===== config.mk =====
export PLATFORM = sky130hd
export DESIGN_NAME = pgwalk_top
export DESIGN_NICKNAME = d
export VERILOG_FILES = /design/src/rtl/pgwalk_pkg.sv /design/src/rtl/pgwalk_entry_eval.sv /design/src/rtl/pgwalk_addr_gen.sv /design/src/rtl/pgwalk_top.sv
export SDC_FILE = /design/constraint.sdc
export NUM_CORES = 1
export LEC_CHECK = 0
export BUFFER_PORTS_ARGS = -buffer_cell sky130_fd_sc_hd__buf_2
export CORE_MARGIN = 5
export CORE_UTILIZATION = 40
export DETAILED_ROUTE_END_ITERATION = 12
export PLACE_DENSITY = 0.62
export SKIP_LAST_GASP = 1
export SYNTH_ARGS = -nofsm -noshare
export SYNTH_HDL_FRONTEND = slang
export SYNTH_SLANG_ARGS = --single-unit

===== constraint.sdc =====
create_clock -name clk -period 3.9 [get_ports clk]
set_input_delay 0.39 -clock clk [delete_from_list [all_inputs] [get_ports clk]]
set_output_delay 0.39 -clock clk [all_outputs]
set_load 0.005 [all_outputs]

===== src/rtl/pgwalk_pkg.sv =====
package pgwalk_pkg;
  localparam int unsigned WORD_W  = 32;
  localparam int unsigned OFF_W   = 12;
  localparam int unsigned IDX_W   = 10;
  localparam int unsigned FRAME_W = WORD_W - OFF_W;

  localparam int unsigned BIT_PRESENT = 0;
  localparam int unsigned BIT_WRITE   = 1;
  localparam int unsigned BIT_USER    = 2;
  localparam int unsigned BIT_ACCESS  = 5;
  localparam int unsigned BIT_DIRTY   = 6;

  typedef enum logic [1:0] {
    FLT_NONE    = 2'd0,
    FLT_ABSENT  = 2'd1,
    FLT_PROTECT = 2'd2
  } flt_e;

  typedef enum logic [2:0] {
    ST_IDLE,
    ST_L1_RD,
    ST_L1_WAIT,
    ST_L1_WB,
    ST_L2_RD,
    ST_L2_WAIT,
    ST_L2_WB,
    ST_RESP
  } walk_st_e;
endpackage


===== src/rtl/pgwalk_entry_eval.sv =====
module pgwalk_entry_eval
  import pgwalk_pkg::*;
#(
  parameter int unsigned ENT_W = WORD_W
) (
  input  logic [ENT_W-1:0] entry,
  input  logic             acc_write,
  input  logic             acc_user,
  input  logic             leaf_level,
  output flt_e             fault,
  output logic [ENT_W-1:0] entry_upd,
  output logic             needs_wb
);
  always_comb begin
    if (!entry[BIT_PRESENT])
      fault = FLT_ABSENT;
    else if ((acc_write && !entry[BIT_WRITE]) || (acc_user && !entry[BIT_USER]))
      fault = FLT_PROTECT;
    else
      fault = FLT_NONE;
  end

  always_comb begin
    entry_upd = entry;
    entry_upd[BIT_ACCESS] = 1'b1;
    if (leaf_level && acc_write)
      entry_upd[BIT_DIRTY] = 1'b1;
  end

  assign needs_wb = (entry_upd != entry);
endmodule


===== src/rtl/pgwalk_addr_gen.sv =====
module pgwalk_addr_gen
  import pgwalk_pkg::*;
#(
  parameter int unsigned FR_W = FRAME_W,
  parameter int unsigned IX_W = IDX_W,
  parameter int unsigned AW   = WORD_W
) (
  input  logic [FR_W-1:0]   root_frame,
  input  logic [FR_W-1:0]   dir_frame,
  input  logic [2*IX_W-1:0] lin_index,
  input  logic              leaf_level,
  output logic [AW-1:0]     word_addr
);
  localparam int unsigned PAD_W = AW - FR_W - IX_W;

  logic [FR_W-1:0] frame_sel;
  logic [IX_W-1:0] index_sel;

  assign frame_sel = leaf_level ? dir_frame : root_frame;
  assign index_sel = leaf_level ? lin_index[IX_W-1:0] : lin_index[2*IX_W-1:IX_W];
  assign word_addr = {frame_sel, index_sel, {PAD_W{1'b0}}};
endmodule


===== src/rtl/pgwalk_top.sv =====
module pgwalk_top
  import pgwalk_pkg::*;
#(
  parameter int unsigned AW     = WORD_W,
  parameter int unsigned PG_OFF = OFF_W,
  parameter int unsigned IX_W   = IDX_W
) (
  input  logic             clk,
  input  logic             rst_n,
  input  logic [AW-PG_OFF-1:0] root_frame,
  input  logic             req_valid,
  output logic             req_ready,
  input  logic [AW-1:0]    req_lin,
  input  logic             req_write,
  input  logic             req_user,
  output logic             rsp_valid,
  input  logic             rsp_ready,
  output logic [1:0]       rsp_code,
  output logic [AW-1:0]    rsp_addr,
  output logic             mem_req,
  input  logic             mem_gnt,
  output logic             mem_we,
  output logic [AW-1:0]    mem_addr,
  output logic [AW-1:0]    mem_wdata,
  input  logic             mem_rvalid,
  input  logic [AW-1:0]    mem_rdata
);
  localparam int unsigned FR_W = AW - PG_OFF;

  walk_st_e         st_q;
  logic [AW-1:0]    lin_q;
  logic             wr_q, usr_q;
  logic [FR_W-1:0]  root_q;
  logic [FR_W-1:0]  dir_frame_q;
  logic [AW-1:0]    wb_data_q;
  flt_e             code_q;
  logic [AW-1:0]    out_addr_q;

  logic             leaf_lvl;
  flt_e             ent_fault;
  logic [AW-1:0]    ent_upd;
  logic             ent_wb;
  logic [AW-1:0]    walk_addr;

  assign leaf_lvl = (st_q == ST_L2_RD) || (st_q == ST_L2_WAIT) || (st_q == ST_L2_WB);

  pgwalk_entry_eval #(.ENT_W(AW)) eval_i (
    .entry      (mem_rdata),
    .acc_write  (wr_q),
    .acc_user   (usr_q),
    .leaf_level (leaf_lvl),
    .fault      (ent_fault),
    .entry_upd  (ent_upd),
    .needs_wb   (ent_wb)
  );

  pgwalk_addr_gen #(.FR_W(FR_W), .IX_W(IX_W), .AW(AW)) agen_i (
    .root_frame (root_q),
    .dir_frame  (dir_frame_q),
    .lin_index  (lin_q[AW-1:PG_OFF]),
    .leaf_level (leaf_lvl),
    .word_addr  (walk_addr)
  );

  always_ff @(posedge clk) begin
    if (!rst_n) begin
      st_q        <= ST_IDLE;
      lin_q       <= '0;
      wr_q        <= 1'b0;
      usr_q       <= 1'b0;
      root_q      <= '0;
      dir_frame_q <= '0;
      wb_data_q   <= '0;
      code_q      <= FLT_NONE;
      out_addr_q  <= '0;
    end else begin
      unique case (st_q)
        ST_IDLE: if (req_valid) begin
          lin_q  <= req_lin;
          wr_q   <= req_write;
          usr_q  <= req_user;
          root_q <= root_frame;
          st_q   <= ST_L1_RD;
        end
        ST_L1_RD: if (mem_gnt) st_q <= ST_L1_WAIT;
        ST_L1_WAIT: if (mem_rvalid) begin
          wb_data_q <= ent_upd;
          if (ent_fault != FLT_NONE) begin
            code_q     <= ent_fault;
            out_addr_q <= lin_q;
            st_q       <= ST_RESP;
          end else begin
            dir_frame_q <= mem_rdata[AW-1:PG_OFF];
            st_q        <= ent_wb ? ST_L1_WB : ST_L2_RD;
          end
        end
        ST_L1_WB: if (mem_gnt) st_q <= ST_L2_RD;
        ST_L2_RD: if (mem_gnt) st_q <= ST_L2_WAIT;
        ST_L2_WAIT: if (mem_rvalid) begin
          wb_data_q <= ent_upd;
          if (ent_fault != FLT_NONE) begin
            code_q     <= ent_fault;
            out_addr_q <= lin_q;
            st_q       <= ST_RESP;
          end else begin
            code_q     <= FLT_NONE;
            out_addr_q <= {mem_rdata[AW-1:PG_OFF], lin_q[PG_OFF-1:0]};
            st_q       <= ent_wb ? ST_L2_WB : ST_RESP;
          end
        end
        ST_L2_WB: if (mem_gnt) st_q <= ST_RESP;
        ST_RESP: if (rsp_ready) st_q <= ST_IDLE;
        default: st_q <= ST_IDLE;
      endcase
    end
  end

  assign req_ready = (st_q == ST_IDLE);
  assign rsp_valid = (st_q == ST_RESP);
  assign rsp_code  = code_q;
  assign rsp_addr  = out_addr_q;
  assign mem_we    = (st_q == ST_L1_WB) || (st_q == ST_L2_WB);
  assign mem_req   = mem_we || (st_q == ST_L1_RD) || (st_q == ST_L2_RD);
  assign mem_addr  = walk_addr;
  assign mem_wdata = wb_data_q;
endmodule


==> load_flow_metrics.sql <==
INSERT INTO impl_metrics (metric_group, metric, value, unit) VALUES
('run_status', 'outcome', 'complete, no violations', ''),
('timing', 'final.setup_skew', '0.006815', 'ns'),
('drt', 'drtPass1Iterations', '4', ''),
('cells_and_area', 'nets', '933', ''),
('yosys', 'synthDominantCellAreaShare', '49.34', '%'),
('yosys', 'count_of_distinct_cell_types_in_the_synthesized_netlist', '40', ''),
('cts', 'cts.root.buffer_cell', 'sky130_fd_sc_hd__clkbuf_16', ''),
('job', 'timing.max_cap.violations', '0', ''),
('placement', 'detailedPlacementHpwl', '12100', 'µm'),
('cells_and_area', 'post_route_cells_drive_above_1_share', '31.18', '%'),
('timing', 'setup_viol_count_final', '0', ''),
('floorplan', 'row_count', '44', ''),
('timing', 'finalCritPeriodShare', '66.68', '%'),
('global_routing', 'first_global_vias', '4934', ''),
('yosys', 'synth.yosys.warnings', '0', ''),
('setup_path', 'worstPathCellList', 'a21boi_4 -> buf_4 -> mux2_2 -> buf_2', ''),
('cts', 'htreeDepth', '4', ''),
('cells_and_area', 'synthToLayoutAreaGrowth', '28.36', '%'),
('floorplan', 'die_width', '130.4', 'µm'),
('floorplan', 'die_h', '130.4', 'µm'),
('placement', 'place_worst_setup_slack', '1.445', 'ns'),
('yosys', 'post_synth_main_area_contributors', 'sky130_fd_sc_hd__dfxtp_1, sky130_fd_sc_hd__nand2_1, sky130_fd_sc_hd__a21oi_1', ''),
('setup_path', 'reg2regPathDepth', '5', ''),
('global_routing', 'grt-ovfl-total', '0', ''),
('global_routing', 'antenna_found_initial', '1', ''),
('setup_path', 'crit_arrival', '2.21', 'ns'),
('drt', 'routed_wire_per_std_cell', '16.92', 'µm'),
('timing', 'max_clock_freq', '0.3845', 'GHz'),
('power', 'power', '4.583', 'mW'),
('yosys', 'netlist_instances', '678', ''),
('placement', 'globalplace.congestion', '0.7900', ''),
('yosys', 'synth_sequential_area_ratio', '49.34', '%'),
('floorplan', 'initial_core_util', '40.38', '%'),
('power', 'lkg_pwr', '3.425', 'nW'),
('setup_path', 'crit_type', 'reg -> out', ''),
('timing', 'timing.final.hold_violations', '0', ''),
('setup_path', 'start_kind', 'register', ''),
('setup_path', 'worst-r2r-setup-slack', '1.40', 'ns'),
('yosys', 'postSynthAreaPerCell', '8.557', 'µm²'),
('timing', 'final_critical_path_setup_slack', '1.300', 'ns'),
('yosys', 'synth_seq_cells', '143', ''),
('cts', 'clk_pin_slew', '0.06', 'ns'),
('setup_path', 'worst_ep_required_time', '3.51', 'ns'),
('cells_and_area', 'mostFrequentLayoutCell', 'sky130_fd_sc_hd__buf_2', ''),
('timing', 'rsz0062_at_grt', 'no', ''),
('setup_path', 'worst-path-max-fanout', '31', ''),
('yosys', 'synth_top_area_cell', 'sky130_fd_sc_hd__dfxtp_1', ''),
('drt', 'antenna_violating_nets_post_route', '0', ''),
('cts', 'tritoncts', 'built', ''),
('cells_and_area', 'utilization', '51.83', '%'),
('cts', 'clockBufferDepth', '2', ''),
('timing', 'tightest_slew', '0.9411', 'ns'),
('timing', 'fin_tns_setup', '0', 'ns'),
('cts', 'cts_resized', '0', ''),
('placement', 'port_buffers', '191', ''),
('setup_path', 'critical_path.max_stage_delay', '0.58', 'ns'),
('cts', 'postCtsSetupBuffers', '0', ''),
('global_routing', 'grt_start_max_net_pins', '88', ''),
('drt', 'drt_iter0_markers', '285', ''),
('cells_and_area', 'antenna-diode-count', '0', ''),
('cells_and_area', 'layout.cells.most_common_list', 'sky130_fd_sc_hd__buf_2, sky130_fd_sc_hd__nand2_1, sky130_fd_sc_hd__dfxtp_1, sky130_fd_sc_hd__a21oi_1, sky130_fd_sc_hd__mux2i_1', ''),
('power', 'vdd.ir_drop.worst', '0.3392', 'mV'),
('floorplan', 'i_o_pin_cnt', '194', ''),
('cts', 'hold_buffers', '0', ''),
('floorplan', 'dieArea', '17010', 'µm²'),
('floorplan', 'core_area', '14370', 'µm²'),
('timing', 'layout_min_cycle_time', '2.600', 'ns'),
('power', 'powerDensity', '615.4', 'nW/µm²'),
('cts', 'number_of_clock_buffers_inserted_by_tritoncts', '17', ''),
('cts', 'clock_sinks', '143', ''),
('drt', 'routed_wirelength', '17550', 'µm');
-- synth_stat cells --
cell type and instances:
sky130_fd_sc_hd__nand2_1 170, sky130_fd_sc_hd__dfxtp_1 143, sky130_fd_sc_hd__a21oi_1 120, sky130_fd_sc_hd__mux2i_1 41, sky130_fd_sc_hd__mux2_2 30, sky130_fd_sc_hd__clkbuf_1 28
sky130_fd_sc_hd__buf_2 27, sky130_fd_sc_hd__nor2_1 24, sky130_fd_sc_hd__a211oi_1 23, sky130_fd_sc_hd__o21ai_0 14, sky130_fd_sc_hd__nand3_1 13, sky130_fd_sc_hd__nand4_1 4
sky130_fd_sc_hd__a41oi_1 3, sky130_fd_sc_hd__inv_1 3, sky130_fd_sc_hd__nand2b_1 3, sky130_fd_sc_hd__and2_1 2, sky130_fd_sc_hd__and3b_1 2, sky130_fd_sc_hd__buf_4 2
sky130_fd_sc_hd__nor3_1 2, sky130_fd_sc_hd__nor3b_1 2, sky130_fd_sc_hd__o41ai_1 2, sky130_fd_sc_hd__or4_1 2, sky130_fd_sc_hd__a21boi_1 1, sky130_fd_sc_hd__a31o_2 1
sky130_fd_sc_hd__a31oi_1 1, sky130_fd_sc_hd__and3_1 1, sky130_fd_sc_hd__and3_4 1, sky130_fd_sc_hd__and4_1 1, sky130_fd_sc_hd__buf_1 1, sky130_fd_sc_hd__conb_1 1
sky130_fd_sc_hd__inv_2 1, sky130_fd_sc_hd__nand3b_1 1, sky130_fd_sc_hd__nor2b_1 1, sky130_fd_sc_hd__nor4b_1 1, sky130_fd_sc_hd__nor4bb_1 1, sky130_fd_sc_hd__o21a_1 1
sky130_fd_sc_hd__o21ai_1 1, sky130_fd_sc_hd__o311a_1 1, sky130_fd_sc_hd__or3_1 1, sky130_fd_sc_hd__xor2_1 1
-- area by class of cell --
cell class,instances,area (µm²)
clock buffers,24,471.7
inverters,4,17.52
clock inverters,7,110.1
multi-input cells,474,2699
flip-flops and latches,143,2863
repair buffers,201,1056
well taps,184,230.2
fillers,1417,6922
-- routing by layer --
metal | GRT usage, % | vias to the layer above | wire length (µm)
met5 | 0 | - | 13
met4 | 6.897 | 2 | 287
met1 | 26.33 | 2464 | 7855
met3 | 5.691 | 27 | 1316
li1 | - | 2644 | -
met2 | 32.53 | 166 | 8076
-- critical path: cells and delay by family (launching register included) --
| kind | cells | cell delay [ns] |
|---|---|---|
| AO/OA/AOI/OAI | 1 | 0.24 |
| buffers and inverters | 2 | 0.54 |
| multiplexers | 1 | 0.41 |
| flip-flops | 1 | 0.58 |
-- cells by family after synthesis --
| family | synth area share, % |
|---|---|
| XOR/XNOR | 0.1510 |
| flip-flops | 49.34 |
| AO/OA/AOI/OAI | 16.07 |
| multiplexers | 12.90 |
| AND/OR/NAND/NOR | 16.76 |
| buffers and inverters | 4.723 |
| other | 0.06463 |
-- report_power, final --
group | internal (mW) | leakage [nW] | total [mW] | switching, mW
registers | 1.66 | 1.16 | 1.83 | 0.166
clock network | 1.03 | 0.288 | 1.62 | 0.587
logic | 0.464 | 1.98 | 1.13 | 0.670
total | 3.16 | 3.42 | 4.58 | 1.42
-- stage by stage --
step | hold WS (ns) | cell area, µm² | std cells
2_1_floorplan | 0.4338 | 5806 | 679
3_3_place_gp | 0.4404 | 6865 | 1006
3_5_place_dp | 0.4444 | 6865 | 1006
4_1_cts | 0.1488 | 7447 | 1037
5_1_grt | 0.1658 | 7447 | 1037
6_report | 0.1655 | 7447 | 1037
-- state kept, by name, summed over array words and instances, names as in the netlist --
register	flops
usr_q	1
root_q	20
rsp_addr	32
lin_q	32
rsp_code	2
dir_frame_q	20
st_q	3
wr_q	1
mem_wdata	32
-- final timing paths --
check	end	from
min	st_q[2]	rsp_ready
min reg2reg	mem_wdata[10]	mem_wdata[10]
max reg2reg	rsp_addr[29]	st_q[1]
max	mem_addr[2]	st_q[2]
Note: power is estimated with default switching activity, not from simulation.
